===== config.mk =====
export PLATFORM = sky130hd
export DESIGN_NAME = pg_qualifier
export DESIGN_NICKNAME = d
export VERILOG_FILES = /design/src/rtl/pg_qual_pkg.sv /design/src/rtl/pg_win_cmp.sv /design/src/rtl/pg_force_or.sv /design/src/rtl/pg_deglitch.sv /design/src/rtl/pg_qualifier.sv
export SDC_FILE = /design/constraint.sdc
export NUM_CORES = 1
export LEC_CHECK = 0
export BUFFER_PORTS_ARGS = -buffer_cell sky130_fd_sc_hd__buf_2
export CAP_MARGIN = 20
export CORE_MARGIN = 1
export CORE_UTILIZATION = 59
export CTS_CLUSTER_DIAMETER = 150
export DETAILED_ROUTE_END_ITERATION = 7
export PLACE_DENSITY = 0.8
export REMOVE_ABC_BUFFERS = 1
export SYNTH_ARGS = -nofsm -noshare
export SYNTH_HDL_FRONTEND = slang
export SYNTH_SLANG_ARGS = --single-unit

===== constraint.sdc =====
create_clock -name clk -period 2 [get_ports clk]
set_clock_uncertainty 0.15 [all_clocks]
set_input_delay 0.3 -clock clk [delete_from_list [all_inputs] [get_ports clk]]
set_output_delay 0.3 -clock clk [all_outputs]
set_load 0.005 [all_outputs]

===== src/rtl/pg_qual_pkg.sv =====
package pg_qual_pkg;

   // Device-level conditions that hold the power-good pin low.
   typedef struct packed {
      logic therm_sd;
      logic disabled;
      logic vin_low;
      logic vin_high;
      logic ramping;
      logic hiccup;
   } pg_force_t;

   localparam int unsigned PG_FORCE_N = $bits(pg_force_t);

   // Band fractions: low = 19/20, high = 21/20 of nominal.
   localparam int unsigned PG_LO_NUM = 19;
   localparam int unsigned PG_HI_NUM = 21;
   localparam int unsigned PG_DEN    = 20;

endpackage


===== src/rtl/pg_win_cmp.sv =====
module pg_win_cmp #(
   parameter int unsigned VW     = 10,
   parameter int unsigned LO_NUM = 19,
   parameter int unsigned HI_NUM = 21,
   parameter int unsigned DEN    = 20
) (
   input  logic [VW-1:0] vout,
   input  logic [VW-1:0] nom,
   input  logic          blank_en,
   input  logic          dvs_active,
   output logic          eff_fault
);
   localparam int unsigned PW = VW + $clog2(HI_NUM + 1);

   logic [PW-1:0] nom_w;
   logic [PW-1:0] v_w;
   logic [PW-1:0] lo_th;
   logic [PW-1:0] hi_th;
   logic          below;
   logic          above;
   logic          blanked;

   always_comb begin
      nom_w   = PW'(nom);
      v_w     = PW'(vout);
      lo_th   = (nom_w * PW'(LO_NUM)) / PW'(DEN);
      hi_th   = (nom_w * PW'(HI_NUM)) / PW'(DEN);
      below   = v_w < lo_th;
      above   = v_w > hi_th;
      blanked = blank_en & dvs_active;
      eff_fault = (below | above) & ~blanked;
   end
endmodule


===== src/rtl/pg_force_or.sv =====
module pg_force_or #(
   parameter int unsigned N = 6
) (
   input  logic [N-1:0] flags,
   output logic         any
);
   logic [N:0] chain;
   assign chain[0] = 1'b0;
   for (genvar i = 0; i < N; i++) begin : g_or
      assign chain[i+1] = chain[i] | flags[i];
   end
   assign any = chain[N];
endmodule


===== src/rtl/pg_deglitch.sv =====
module pg_deglitch #(
   parameter int unsigned DEGLITCH_CYC = 5000
) (
   input  logic clk,
   input  logic rst_n,
   input  logic hold,
   input  logic din,
   output logic dout
);
   localparam int unsigned CW = (DEGLITCH_CYC < 2) ? 1 : $clog2(DEGLITCH_CYC);
   localparam logic [CW-1:0] LAST = CW'(DEGLITCH_CYC - 1);

   logic [CW-1:0] cnt_q;
   logic          filt_q;

   always_ff @(posedge clk or negedge rst_n) begin
      if (!rst_n) begin
         filt_q <= 1'b1;
         cnt_q  <= '0;
      end else if (hold) begin
         filt_q <= 1'b1;
         cnt_q  <= '0;
      end else if (din == filt_q) begin
         cnt_q  <= '0;
      end else if (cnt_q == LAST) begin
         filt_q <= din;
         cnt_q  <= '0;
      end else begin
         cnt_q  <= cnt_q + 1'b1;
      end
   end

   assign dout = filt_q;
endmodule


===== src/rtl/pg_qualifier.sv =====
module pg_qualifier #(
   parameter int unsigned VW           = 10,
   parameter int unsigned DEGLITCH_CYC = 5000
) (
   input  logic          clk,
   input  logic          rst_n,
   input  logic [VW-1:0] vout_code,
   input  logic [VW-1:0] nom_code,
   input  logic          blank_dvs_en,
   input  logic          dvs_active,
   input  logic          tsd_flag,
   input  logic          enable,
   input  logic          uvlo_flag,
   input  logic          ovlo_flag,
   input  logic          soft_start,
   input  logic          hiccup,
   output logic          pg_pull_low
);
   import pg_qual_pkg::*;

   if (VW < 2) begin : g_bad_vw
      $error("pg_qualifier: VW must be at least 2");
   end
   if (VW > 24) begin : g_bad_vw_hi
      $error("pg_qualifier: VW above 24 overflows threshold arithmetic");
   end
   if (DEGLITCH_CYC < 1) begin : g_bad_dg
      $error("pg_qualifier: DEGLITCH_CYC must be at least 1");
   end

   pg_force_t force_vec;
   logic      force_any;
   logic      eff_fault;
   logic      filt_q;

   always_comb begin
      force_vec.therm_sd = tsd_flag;
      force_vec.disabled = ~enable;
      force_vec.vin_low  = uvlo_flag;
      force_vec.vin_high = ovlo_flag;
      force_vec.ramping  = soft_start;
      force_vec.hiccup   = hiccup;
   end

   pg_force_or #(.N(PG_FORCE_N)) u_force (
      .flags (force_vec),
      .any   (force_any)
   );

   pg_win_cmp #(
      .VW     (VW),
      .LO_NUM (PG_LO_NUM),
      .HI_NUM (PG_HI_NUM),
      .DEN    (PG_DEN)
   ) u_win (
      .vout       (vout_code),
      .nom        (nom_code),
      .blank_en   (blank_dvs_en),
      .dvs_active (dvs_active),
      .eff_fault  (eff_fault)
   );

   pg_deglitch #(.DEGLITCH_CYC(DEGLITCH_CYC)) u_dg (
      .clk   (clk),
      .rst_n (rst_n),
      .hold  (force_any),
      .din   (eff_fault),
      .dout  (filt_q)
   );

   always_ff @(posedge clk or negedge rst_n) begin
      if (!rst_n) pg_pull_low <= 1'b1;
      else        pg_pull_low <= force_any | filt_q;
   end
endmodule


==> results of run 1 <==
-- layer usage --
metal	GRT overflow	global-route usage, %
met3	0	46.9
met1	0	63.5
met4	4	71.9
met2	2	90.0
met5	0	10.1
-- repair_timing --
action	CTS
hold buffers	1
setup buffers	19
pin swaps	51
endpoints found under the setup margin	14
hold endpoints to repair	13
gates resized for setup	81
gates cloned	1
-- metrics by stage --
step	cell area (um^2)	hold WS, ns	instances
4_1_cts	8890	0.249	1249
3_5_place_dp	8250	0.0675	1224
3_3_place_gp	8250	0.0550	1224
2_1_floorplan	5790	-0.146	777
-- logic make-up after synthesis --
kind of cell | count (synthesis) | synth area share, %
adder cells (fa/ha/maj) | 91 | 20.1
XOR/XNOR | 50 | 7.57
AO/OA/AOI/OAI | 274 | 32.9
buffers and inverters | 76 | 5.63
AND/OR/NAND/NOR | 298 | 25.6
flip-flops | 15 | 6.32
multiplexers | 11 | 1.90
==> metrics.csv, run 1 <==
stage,metric,value,unit
floorplan,io_pins,31,
status,status,aborted with a tool error,
clock_tree,htreeDepth,1,
clock_tree,cts_buffers,3,
synth,async_reset_ff_share,100,%
global_route,track_usage,66.9,%
synth,synth.most_common_cell,ha_1,
status,stop_stage,global routing (5_1_grt),
floorplan,num_rows,36,
placed_design,dp_hpwl,18000,um
global_route,grt_pass1_vias,10000,
synth,synth_area_leaders,"ha_1 (16%), dfrtp_1 (5.4%), a21oi_1 (4.4%)",
floorplan,initial_core_util,60.9,%
synth,synth_common_cells,"ha_1 (76), nor2_1 (68), nand2_1 (66)",
synth,ys_seq_area_share,6.32,%
placed_design,place.gp.congestion,0.954,
synth,yosys.area.top_type_share,15.9,%
synth,synth_flop_cell,dfrtp_1,
synth,ys_ff_latch,15,
synth,syn_area_per_cell,7.34,um^2
synth,yosys.area.top_type,ha_1,
floorplan,die_w,103,um
clock_tree,clockRootBuffer,clkbuf_8,
synth,yosysWarnings,0,
clock_tree,cts_buffer_depth,2,
placed_design,place_ws,-7.44,ns
clock_tree,clock-sinks,15,
synth,synth.distinct_cells,99,
status,error_message,[ERROR GRT-0116] Global routing finished with congestion. Check the congestion regions in the DRC Viewer.,
synth,netlist_area,5980,um^2
global_route,gr-total-overflow,6,
synth,syn_inst,815,
synth,synth-edff-count,0,
global_route,grt_first_pass_wirelength,53700,um
global_route,grt_max_degree,16,
floorplan,die_y,103,um
placed_design,port_buffers,30,
==> run 2, diff against run 1 <==
- CORE_UTILIZATION: 59 -> 40
- CTS_CLUSTER_DIAMETER: 150 -> unset
- PLACE_DENSITY: 0.8 -> unset
- PLACE_DENSITY_LB_ADDON: unset -> 0.15
- clock period: 2 -> 2.6 ns (I/O delays scaled with it)
==> run 2 against run 1 <==
The flow now finishes, with violations (negative setup slack). Synthesized cell count did not move. Area after synthesis unchanged.
==> metrics.csv, run 2 <==
stage,metric,value,unit,change
status,status,finished with violations,,
status,violations,negative setup slack,,
sta,slew_violations,0,,
route,vias_per_cell,5.85,,
floorplan,num_rows,44,,+22%
synth,yosysWarnings,0,,unchanged
clock_tree,cts_buffer_depth,2,,unchanged
floorplan,initial_core_util,41.2,%,-20 points
sta,setup_viol,14,,
hold_path,min_delay_path_depth,3,,
synth,yosys.area.top_type,ha_1,,
synth,synth_common_cells,"ha_1 (76), nor2_1 (68), nand2_1 (66)",,
clock_tree,path_clk_slew,0.05,ns,
global_route,grt_pass1_vias,7725,,
synth,syn_inst,815,,unchanged
floorplan,die_y,124,um,+21%
cells_and_area,drive_gt1_share,44.0,%,
cells_and_area,finalInstanceArea,9540,um^2,
global_route,antenna_found_initial,0,,
synth,synth.most_common_cell,ha_1,,
critical_path,end_kind,flop,,
route,ant_nets,0,,
route,maxUsedRoutingLayer,met4,,
placed_design,place_inst,1278,,+4.4%
critical_path,cp_num_cells,48,,
route,via_count,7730,,
sta,final_hold_viol_count,0,,
sta,timing.final.ws_setup,-6.12,ns,
critical_path,critical_path_required,2.60,ns,
synth,netlist_area,5980,um^2,unchanged
route,met1_length,9750,um,
clock_tree,clock-sinks,15,,unchanged
sta,fin_crit_sh,335,%,
placed_design,place.gp.congestion,0.908,,-4.8%
placed_design,port_buffers,30,,unchanged
critical_path,cpMostUsedCell,a21oi_2,,
cells_and_area,nNetsFinal,1254,,
cells_and_area,layout_commonest_cell,buf_4,,
route,dr.pass1.iters,5,,
critical_path,crit_path_max_incr_delay,0.60,ns,
cells_and_area,area_growth,59.5,%,
cells_and_area,largest_register_ffs,13,,
critical_path,path_delay_family,simple AND/OR/NAND/NOR gates,,
clock_tree,clock_latency,0.24,ns,
route,drt-total-wl,22300,um,
critical_path,path_max_fanout,6,,
critical_path,worst_setup_path_start_kind,primary input,,
clock_tree,cts_tree,yes,,
global_route,track_usage,27.6,%,
synth,synth-edff-count,0,,unchanged
critical_path,path_class,primary input to flop,,
sta,fmax,115,MHz,
route,drc,0,,
route,met2_length,11500,um,
cells_and_area,instances_no_fill,1321,,
global_route,gr-total-overflow,0,,
job,max-cap-violations,0,,
synth,synth_area_leaders,"ha_1 (16%), dfrtp_1 (5.4%), a21oi_1 (4.4%)",,
synth,synth.distinct_cells,99,,unchanged
clock_tree,cts_buffers,3,,unchanged
sta,tightest_slew,0.620,ns,
route,wl_per_cell,16.9,um,
critical_path,worst-path-buf-inv,10,,
route,first_iter_violations,495,,
cells_and_area,layout_common_cells,"buf_4 (310), nor2_1 (66), nand2_1 (63), ha_1 (56)",,
critical_path,reg2regPathDepth,5,,
synth,syn_area_per_cell,7.34,um^2,unchanged
placed_design,dp_hpwl,17400,um,-2.9%
floorplan,die_w,124,um,+21%
placed_design,place_ws,-7.12,ns,+0.322 ns
sta,fin_crit,8.72,ns,
clock_tree,htreeDepth,1,,unchanged
cells_and_area,antennaDiodeCount,0,,
synth,synth_flop_cell,dfrtp_1,,
route,route.met3.wl,559,um,
global_route,grt_max_degree,16,,
clock_tree,clockRootBuffer,clkbuf_16,,
synth,ys_seq_area_share,6.32,%,unchanged
synth,yosys.area.top_type_share,15.9,%,unchanged
critical_path,critical_path_arrival,8.72,ns,
sta,rsz0062_at_grt,true,,
floorplan,core-area,14500,um^2,
sta,slew_headroom,57.6,%,
synth,async_reset_ff_share,100,%,unchanged
cells_and_area,max_flop_register,u_dg.cnt_q,,
floorplan,io_pins,31,,unchanged
global_route,grt_first_pass_wirelength,36400,um,
placed_design,place_area,8330,um^2,+1.0%
synth,ys_ff_latch,15,,unchanged
cells_and_area,final_core_util,65.7,%,
floorplan,dieArea,15400,um^2,
hold_path,hp-class,primary input to flop,,
critical_path,critPathSlowestCell,or4_4,,
-- run 2: per-stage QoR --
stage / hold slack (ns) / setup TNS, ns
final: 0.338 / -84.66
after global routing: 0.363 / -89.85
after floorplan: -0.0556 / -91.72
after detailed placement: 0.157 / -97.46
after global placement: 0.152 / -93.13
after CTS: 0.318 / -85.95
-- run 2: repair_timing --
item | CTS | global route
hold buffers | 1 | 0
endpoints found under the setup margin | 14 | 14
hold endpoints to repair | 13 | 0
pin swaps | 66 | 73
resized for setup | 86 | 67
buffers inserted | 21 | 17
cloned | 1 | 1
-- run 2: metal layers --
metal  global-route usage [%]  vias up
met4                     5.10        0
met2                     52.6      186
li1                         -     3768
met1                     34.7     3731
met3                    0.558       45
met5                        0        -
-- run 2: final timing paths --
| kind | start | endpoint | slack [ns] |
|---|---|---|---|
| min in group asynchronous | rst_n | u_dg.cnt_q[4] | 0.44 |
| max in group asynchronous | rst_n | pg_pull_low | 1.57 |
| max reg2reg | u_dg.cnt_q[10] | u_dg.cnt_q[9] | 0.46 |
| max | nom_code[5] | u_dg.cnt_q[5] | -6.12 |
| min | tsd_flag | u_dg.dout | 0.34 |
| min reg2reg | u_dg.cnt_q[0] | u_dg.cnt_q[0] | 0.37 |
-- run 2: logic make-up after synthesis --
group                    after synthesis  synth area share [%]
adder cells (fa/ha/maj)               91                  20.1
buffers and inverters                 76                  5.63
AO/OA/AOI/OAI                        274                  32.9
flip-flops                            15                  6.32
XOR/XNOR                              50                  7.57
AND/OR/NAND/NOR                      298                  25.6
multiplexers                          11                  1.90
-- run 2: layout make-up --
class                   instances  area, um^2
repair buffers                356        2730
multi-input cells             724        5990
fillers                      1215        4990
clock buffers                   3        75.1
well taps                     184         230
flip-flops and latches         15         378
inverters                      38         143
clock inverters                 1        5.00
-- run 2: worst register-to-register path: cells and delay by family, from the launching register on --
kind	cells	cell delay, ns
DFF	1	0.40
and+or+nand+nor	4	1.27
buffers and inverters	1	0.19
Power of run 2 is left out: the tool's default activity adds up to more than one toggle a clock period on the data nets, which glitch-free logic cannot reach.
